--- src/rtl/ea_gen.sv ---
module ea_gen #(
  parameter int AW     = 64,
  parameter int DW     = 32,
  parameter int RW     = 4,
  parameter int SCW    = 2,
  parameter int SELW   = 3,
  parameter int NSEG   = 6,
  parameter int SP_REG = 4
) (
  input  logic               clk,
  input  logic               rst_n,
  input  logic               in_vld,
  input  logic [SELW-1:0]    seg_code,
  input  logic [NSEG*AW-1:0] seg_bases,
  input  logic               base_vld,
  input  logic [AW-1:0]      base_val,
  input  logic               idx_vld,
  input  logic [RW-1:0]      idx_num,
  input  logic [AW-1:0]      idx_val,
  input  logic [SCW-1:0]     scale,
  input  logic               disp_vld,
  input  logic [DW-1:0]      disp,
  output logic               out_vld,
  output logic [AW-1:0]      out_addr,
  output logic               out_err
);

  localparam logic [SELW-1:0] SEG_LIM = SELW'(NSEG);
  localparam logic [RW-1:0]   SP_NUM  = RW'(SP_REG);

  logic [AW-1:0] seg_t;
  logic [AW-1:0] base_t, idx_t, disp_t, sum;
  logic          bad;

  always_comb begin
    seg_t = '0;
    for (int k = 0; k < NSEG; k++)
      if (seg_code == SELW'(k)) seg_t = seg_bases[k*AW +: AW];
  end

  assign base_t = base_vld ? base_val : '0;
  assign idx_t  = idx_vld ? (idx_val << scale) : '0;
  assign disp_t = disp_vld ? {{(AW-DW){disp[DW-1]}}, disp} : '0;
  assign sum    = seg_t + base_t + idx_t + disp_t;

  assign bad = (seg_code >= SEG_LIM)
             | (idx_vld & (idx_num == SP_NUM))
             | (!idx_vld & (scale != '0))
             | (!base_vld & !disp_vld);

  always_ff @(posedge clk) begin
    if (!rst_n) begin
      out_vld  <= 1'b0;
      out_err  <= 1'b0;
      out_addr <= '0;
    end else begin
      out_vld <= in_vld;
      if (in_vld) begin
        out_err  <= bad;
        out_addr <= bad ? '0 : sum;
      end
    end
  end


  seg_code_chk: assert property (@(posedge clk) disable iff (!rst_n)
    (in_vld && seg_code >= SEG_LIM) |=> out_err);


  sp_index_chk: assert property (@(posedge clk) disable iff (!rst_n)
    (in_vld && idx_vld && idx_num == SP_NUM) |=> out_err);


  lone_scale_chk: assert property (@(posedge clk) disable iff (!rst_n)
    (in_vld && !idx_vld && scale != '0) |=> out_err);


  no_anchor_chk: assert property (@(posedge clk) disable iff (!rst_n)
    (in_vld && !base_vld && !disp_vld) |=> out_err);


  err_zero_chk: assert property (@(posedge clk) disable iff (!rst_n)
    out_err |-> (out_addr == '0));


  vld_lat_chk: assert property (@(posedge clk) disable iff (!rst_n)
    in_vld |=> out_vld);


  idle_hold_chk: assert property (@(posedge clk) disable iff (!rst_n)
    !in_vld |=> ($stable(out_addr) && $stable(out_err) && !out_vld));

endmodule

--- config.mk ---
export PLATFORM = sky130hd
export DESIGN_NAME = ea_gen
export DESIGN_NICKNAME = d
export VERILOG_FILES = /design/src/rtl/ea_gen.sv
export SDC_FILE = /design/constraint.sdc
export NUM_CORES = 1
export LEC_CHECK = 0
export BUFFER_PORTS_ARGS = -buffer_cell sky130_fd_sc_hd__buf_4
export CORE_AREA = 2 2 244 246
export DETAILED_ROUTE_END_ITERATION = 10
export DIE_AREA = 0 0 246 248
export SETUP_SLACK_MARGIN = 0.02
export SKIP_CTS_REPAIR_TIMING = 1
export SLEW_MARGIN = 20
export SYNTH_ARGS = -nofsm -noshare
export SYNTH_HDL_FRONTEND = slang
export SYNTH_SLANG_ARGS = --single-unit
--- constraint.sdc ---
create_clock -name clk -period 10.86 [get_ports clk]
set_clock_uncertainty 0.1 [all_clocks]
set_input_delay 1.086 -clock clk [delete_from_list [all_inputs] [get_ports clk]]
set_output_delay 1.086 -clock clk [all_outputs]
set_load 0.02 [all_outputs]
=== Word-level counts from Yosys, hierarchy flattened ===
Index checks and enable logic that the tools add are counted.

* Multiplexer cells: 10
* Reduce and logical (&&, ||, !) cells: 5
* Divide/modulo/power cells: 0
* $lt $le $gt $ge: 1
* Bitwise gates (word level): 6
* Shift-type cells: 1
* Eq/ne operators: 6
* Multiply operators: 0
* $add $sub $neg: 3

{| class="wikitable"
|+ Operator list
! kind !! number
|-
| two-way mux 64 bit || 10
|-
| adder 64 bit || 3
|-
| << shifter 64 x 2 -> 64 bit || 1
|-
| equality test 3 x 2 -> 1 bit (second input constant) || 2
|-
| equality test 3 bit (second input constant) || 2
|-
| equality test 4 x 3 -> 1 bit (second input constant) || 1
|-
| bitwise AND 1 bit || 3
|-
| equality test 3 x 1 -> 1 bit (second input constant) || 1
|-
| greater-or-equal comparator 3 bit (second input constant) || 1
|-
| logical NOT 1 bit || 3
|-
| logical NOT 3 bit || 1
|-
| bitwise OR 1 bit || 3
|-
| nonzero test 2 bit || 1
|}

* Memories: 0
* Memory bits (read-only): 0
* Bits in writable memories: 0
* Logic and storage cells: 35
* Latch bits: 0
* Input bits: 559
* Bits in registers: 66
* Output and inout port bits: 66

=== Depth between registers and ports, before layout ===
* Word-level depth: 11
* Depth in mapped cells: 24

=== Worst setup path after synthesis ===
No wires, ideal clock.

* Path type: input -> register
* Start point: in seg_code[0]
* End point: reg out_addr[61]
* Data arrival time: 6.017 ns
* Path buffers: 3
* Cell stages on the path: 22
* Slack: 4.670 ns
* Cell sequence: buf_2 -> clkbuf_1 -> buf_1 -> mux2i_1 -> o221ai_1 -> fa_1 -> inv_1 -> fa_1 -> inv_1 -> ha_1 -> inv_1 -> fa_1 -> and2b_1 -> o2111ai_2 -> a21oi_2 -> o211ai_2 -> nand2_2 -> a41oi_2 -> o21ai_4 -> a31oi_2 -> a2111o_1 -> o211ai_2

* Cells in the longest elaborated chain, start to end: 11

{| class="wikitable"
|+ RTL lines
! element !! line !! text
|-
| start: declaration || 13 || <nowiki>input logic [SELW-1:0] seg_code,</nowiki>
|-
| logical NOT 3 bit || 38 || <nowiki>if (seg_code == SELW'(k)) seg_t = seg_bases[k*AW +: AW];</nowiki>
|-
| two-way mux 64 bit (6 in a row) || 38 ||
|-
| adder 64 bit (3 in a row) || 44 || <nowiki>assign sum = seg_t + base_t + idx_t + disp_t;</nowiki>
|-
| two-way mux 64 bit (*) || 60 || <nowiki>out_addr <= bad ? '0 : sum;</nowiki>
|-
| end signal: assignment || 60 ||
|-
| end: declaration || 24 || <nowiki>output logic [AW-1:0] out_addr,</nowiki>
|}

Mark *: on every way between the ends. The rest lies on a longest branch, timed or not.
A chain may end at the register's enable or synchronous reset.

=== Worst setup path in the final report ===
Ends and elaborated chain as after synthesis.

==> impl_metrics.json <==
{
  "cp-start-kind": "primary input",
  "area_growth_pct": 38.8,
  "cp-startpoint": "seg_code[0]",
  "crit_chain": "buf_6, clkinv_1, nor2_4, buf_4, a21oi_1, o221ai_1, fa_1, inv_1, fa_1, inv_1, ha_1, inv_1, fa_1, and2b_1, o2111ai_2, a21oi_2, o211ai_2, nand2_2, a41oi_2, o21ai_4, a31oi_2, a2111o_1, o211ai_2",
  "htreeDepth": 3,
  "endpoint_kind": "flop",
  "synth_cells": 1961,
  "std_cell_rows": 89,
  "powerDensity_nw_per_um2": 125,
  "fin_setup_tns_ns": 0,
  "nNetsFinal": 3228,
  "cts_tree": "done",
  "slowest_stage": "nor2_4",
  "track_usage_pct": 27.4,
  "placed_cells": 3242,
  "crit_fanout": 29,
  "ys_types": 77,
  "die_x_um": 246,
  "synth_area_leaders": "fa_1, mux2i_1, dfxtp_1",
  "slew-limit-headroom_pct": 23.8,
  "cts.sink_count": 66,
  "hp-class": "reg2reg",
  "core_sq_um": 58500,
  "die-area_sq_um": 61000,
  "ios": 625,
  "viasPerCell": 5.04,
  "synth_async_sr_flop_share_pct": 0,
  "wl_per_cell_um": 26.2,
  "clk_latency_ns": 0.37,
  "synth_edf_count": 0,
  "cp_slowest_stage_delay_ns": 0.97,
  "drtIter0Drc": 1104,
  "required_ns": 11.07,
  "rrSetupSlack_ns": 10.04,
  "ir_drop_uv": 65.3,
  "syn-cell-area_sq_um": 14500,
  "fin_crit_ns": 7.64,
  "grt_max_degree": 67,
  "stdcell_count": 3277,
  "wirelength_um": 85700,
  "grt_pass1_wl_um": 119000,
  "ys_ff_latch": 66,
  "cp_top_family": "compound AO/OA/AOI/OAI gates",
  "drive_above_1_share_pct": 28.3,
  "grt_pass1_vias": 16357,
  "die_y_um": 248,
  "crit_cells": 23,
  "grt_setup_unrepaired": "false",
  "grt_antenna_before_repair": 41,
  "route.detailed.drc": 0,
  "hold_viol": 0,
  "min_path_cells": 2,
  "clk_pin_slew_worst_paths_ns": 0.07,
  "reg2reg_from": "out_addr[1]",
  "critical_path_class": "in2reg",
  "status": "completed",
  "yosys.area.top_type": "fa_1",
  "finalSetupViolCount": 0,
  "p_leak_nw": 10.3,
  "synth_nets": 2709,
  "r2r_cells": 2,
  "arrival_ns": 7.85,
  "dpl_cell_area_sq_um": 19800,
  "overflow": 0,
  "yosysWarnings": 0,
  "root_buffer": "clkbuf_16",
  "globalplace.congestion": 0.970,
  "fillCellCount": 6407,
  "first_pass_iters": 7,
  "synth_top_flop_cell": "dfxtp_1",
  "drv_slew": 0,
  "port_buffers": 624,
  "hp-start": "out_addr[62]",
  "avgSynthCellArea_sq_um": 7.40,
  "max-cap-violations": 0,
  "vias": 16521,
  "start_util_pct": 24.8,
  "worst_slew_pin_slew_ns": 1.14,
  "final_cell_area_sq_um": 20100,
  "cts_inserted_buffers": 9,
  "fmax_mhz": 131,
  "worst-path-buf-inv": 6,
  "synth_top_area_share_pct": 17.4,
  "ant_nets": 0,
  "cts.path.max_buffers": 2,
  "synth_seq_area_share_pct": 9.11,
  "dp_hpwl_um": 74100,
  "fin_crit_sh_pct": 70.4
}
## area by class of cell
| class | count | area [sq um] | share of cell area [%] |
|---|---|---|---|
| Sequential cell | 66 | 1320 | 6.56 |
| Tap cell | 773 | 967 | 4.80 |
| Clock inverter | 7 | 77.6 | 0.385 |
| Clock buffer | 9 | 225 | 1.12 |
| Timing Repair Buffer | 641 | 4820 | 23.9 |
| Antenna cell | 19 | 47.5 | 0.236 |
| Multi-Input combinational cell | 1498 | 11700 | 58.1 |
| Inverter | 264 | 991 | 4.92 |
## layout by cell type, fill, tap and decap left out, drive strengths merged, types with 35 or more instances in the layout
cell	Yosys	routed
nor2	119	119
and2	70	70
ha	63	63
and3	62	62
nand2	306	306
o21ai	73	73
a21oi	150	150
dfxtp	66	66
mux2i	164	164
o221ai	52	52
fa	126	126
inv	262	264
xnor2	39	39
buf	40	641
a21o	35	35
## where the power goes
part           internal (mW)  switching [mW]
clock network          0.180           0.143
registers              0.274          0.0209
logic                  0.757            1.14
## kinds of logic (layout without fill, tap and decap cells)
| logic type | Yosys count | in the layout | synth area share (%) |
|---|---|---|---|
| mux | 181 | 181 | 13.6 |
| compound gates | 443 | 443 | 20.5 |
| fa+ha+maj | 189 | 189 | 22.8 |
| flops | 66 | 66 | 9.11 |
| buf+inv | 397 | 921 | 10.5 |
| other cells | 0 | 19 | 0 |
| xor+xnor | 62 | 62 | 3.74 |
| simple gates | 623 | 623 | 19.7 |
## worst register-to-register path, stage by stage, from the launching register on
cell     delay (ns)
dfxtp_1        0.33
a22oi_1        0.20
nor2_1         0.06
## metal layers
layer | wire length, um | vias up | global-route usage [%]
met5 | 193 | - | 0
met2 | 39900 | 682 | 45.0
met3 | 6610 | 126 | 7.19
li1 | - | 7689 | -
met4 | 3200 | 30 | 10.2
met1 | 35800 | 7994 | 34.2
## Yosys cell counts (6+ instances only)
cell type and n:
nand2_1 305, inv_1 262, mux2i_1 164, a21oi_1 149, fa_1 126, nor2_1 119
clkbuf_1 93, and2_1 69, dfxtp_1 66, ha_1 63, and3_1 61, o221ai_1 52
xnor2_1 39, o21ai_0 36, o21ai_1 36, a21o_1 35, a22oi_1 26, buf_1 24
xor2_1 23, nand4_1 17, o21bai_1 17, buf_2 15, a31oi_1 14, mux4_2 13
nand3_1 13, o22ai_1 13, nand2b_1 7, o211a_1 7, o21a_1 7, o211ai_1 6
## registers in the layout, indices dropped and copies added, names as in the netlist
| name | count |
|---|---|
| out_addr | 64 |
| out_err | 1 |
| out_vld | 1 |
## final timing paths
path             endpoint
min          out_addr[62]
max          out_addr[61]
min reg2reg  out_addr[62]
max reg2reg   out_addr[1]
## stage by stage
stage	setup slack, ns	utilization (%)	hold WS, ns	power [mW]
floorplan	4.67	-	0.423	1.51
global placement	2.80	33.8	0.334	2.18
detailed placement	2.72	33.8	0.341	2.18
CTS	3.15	34.4	0.351	2.51
global route	2.83	34.4	0.370	2.71
finish	3.22	34.4	0.352	2.52
Note: power is estimated with default switching activity, not from simulation.
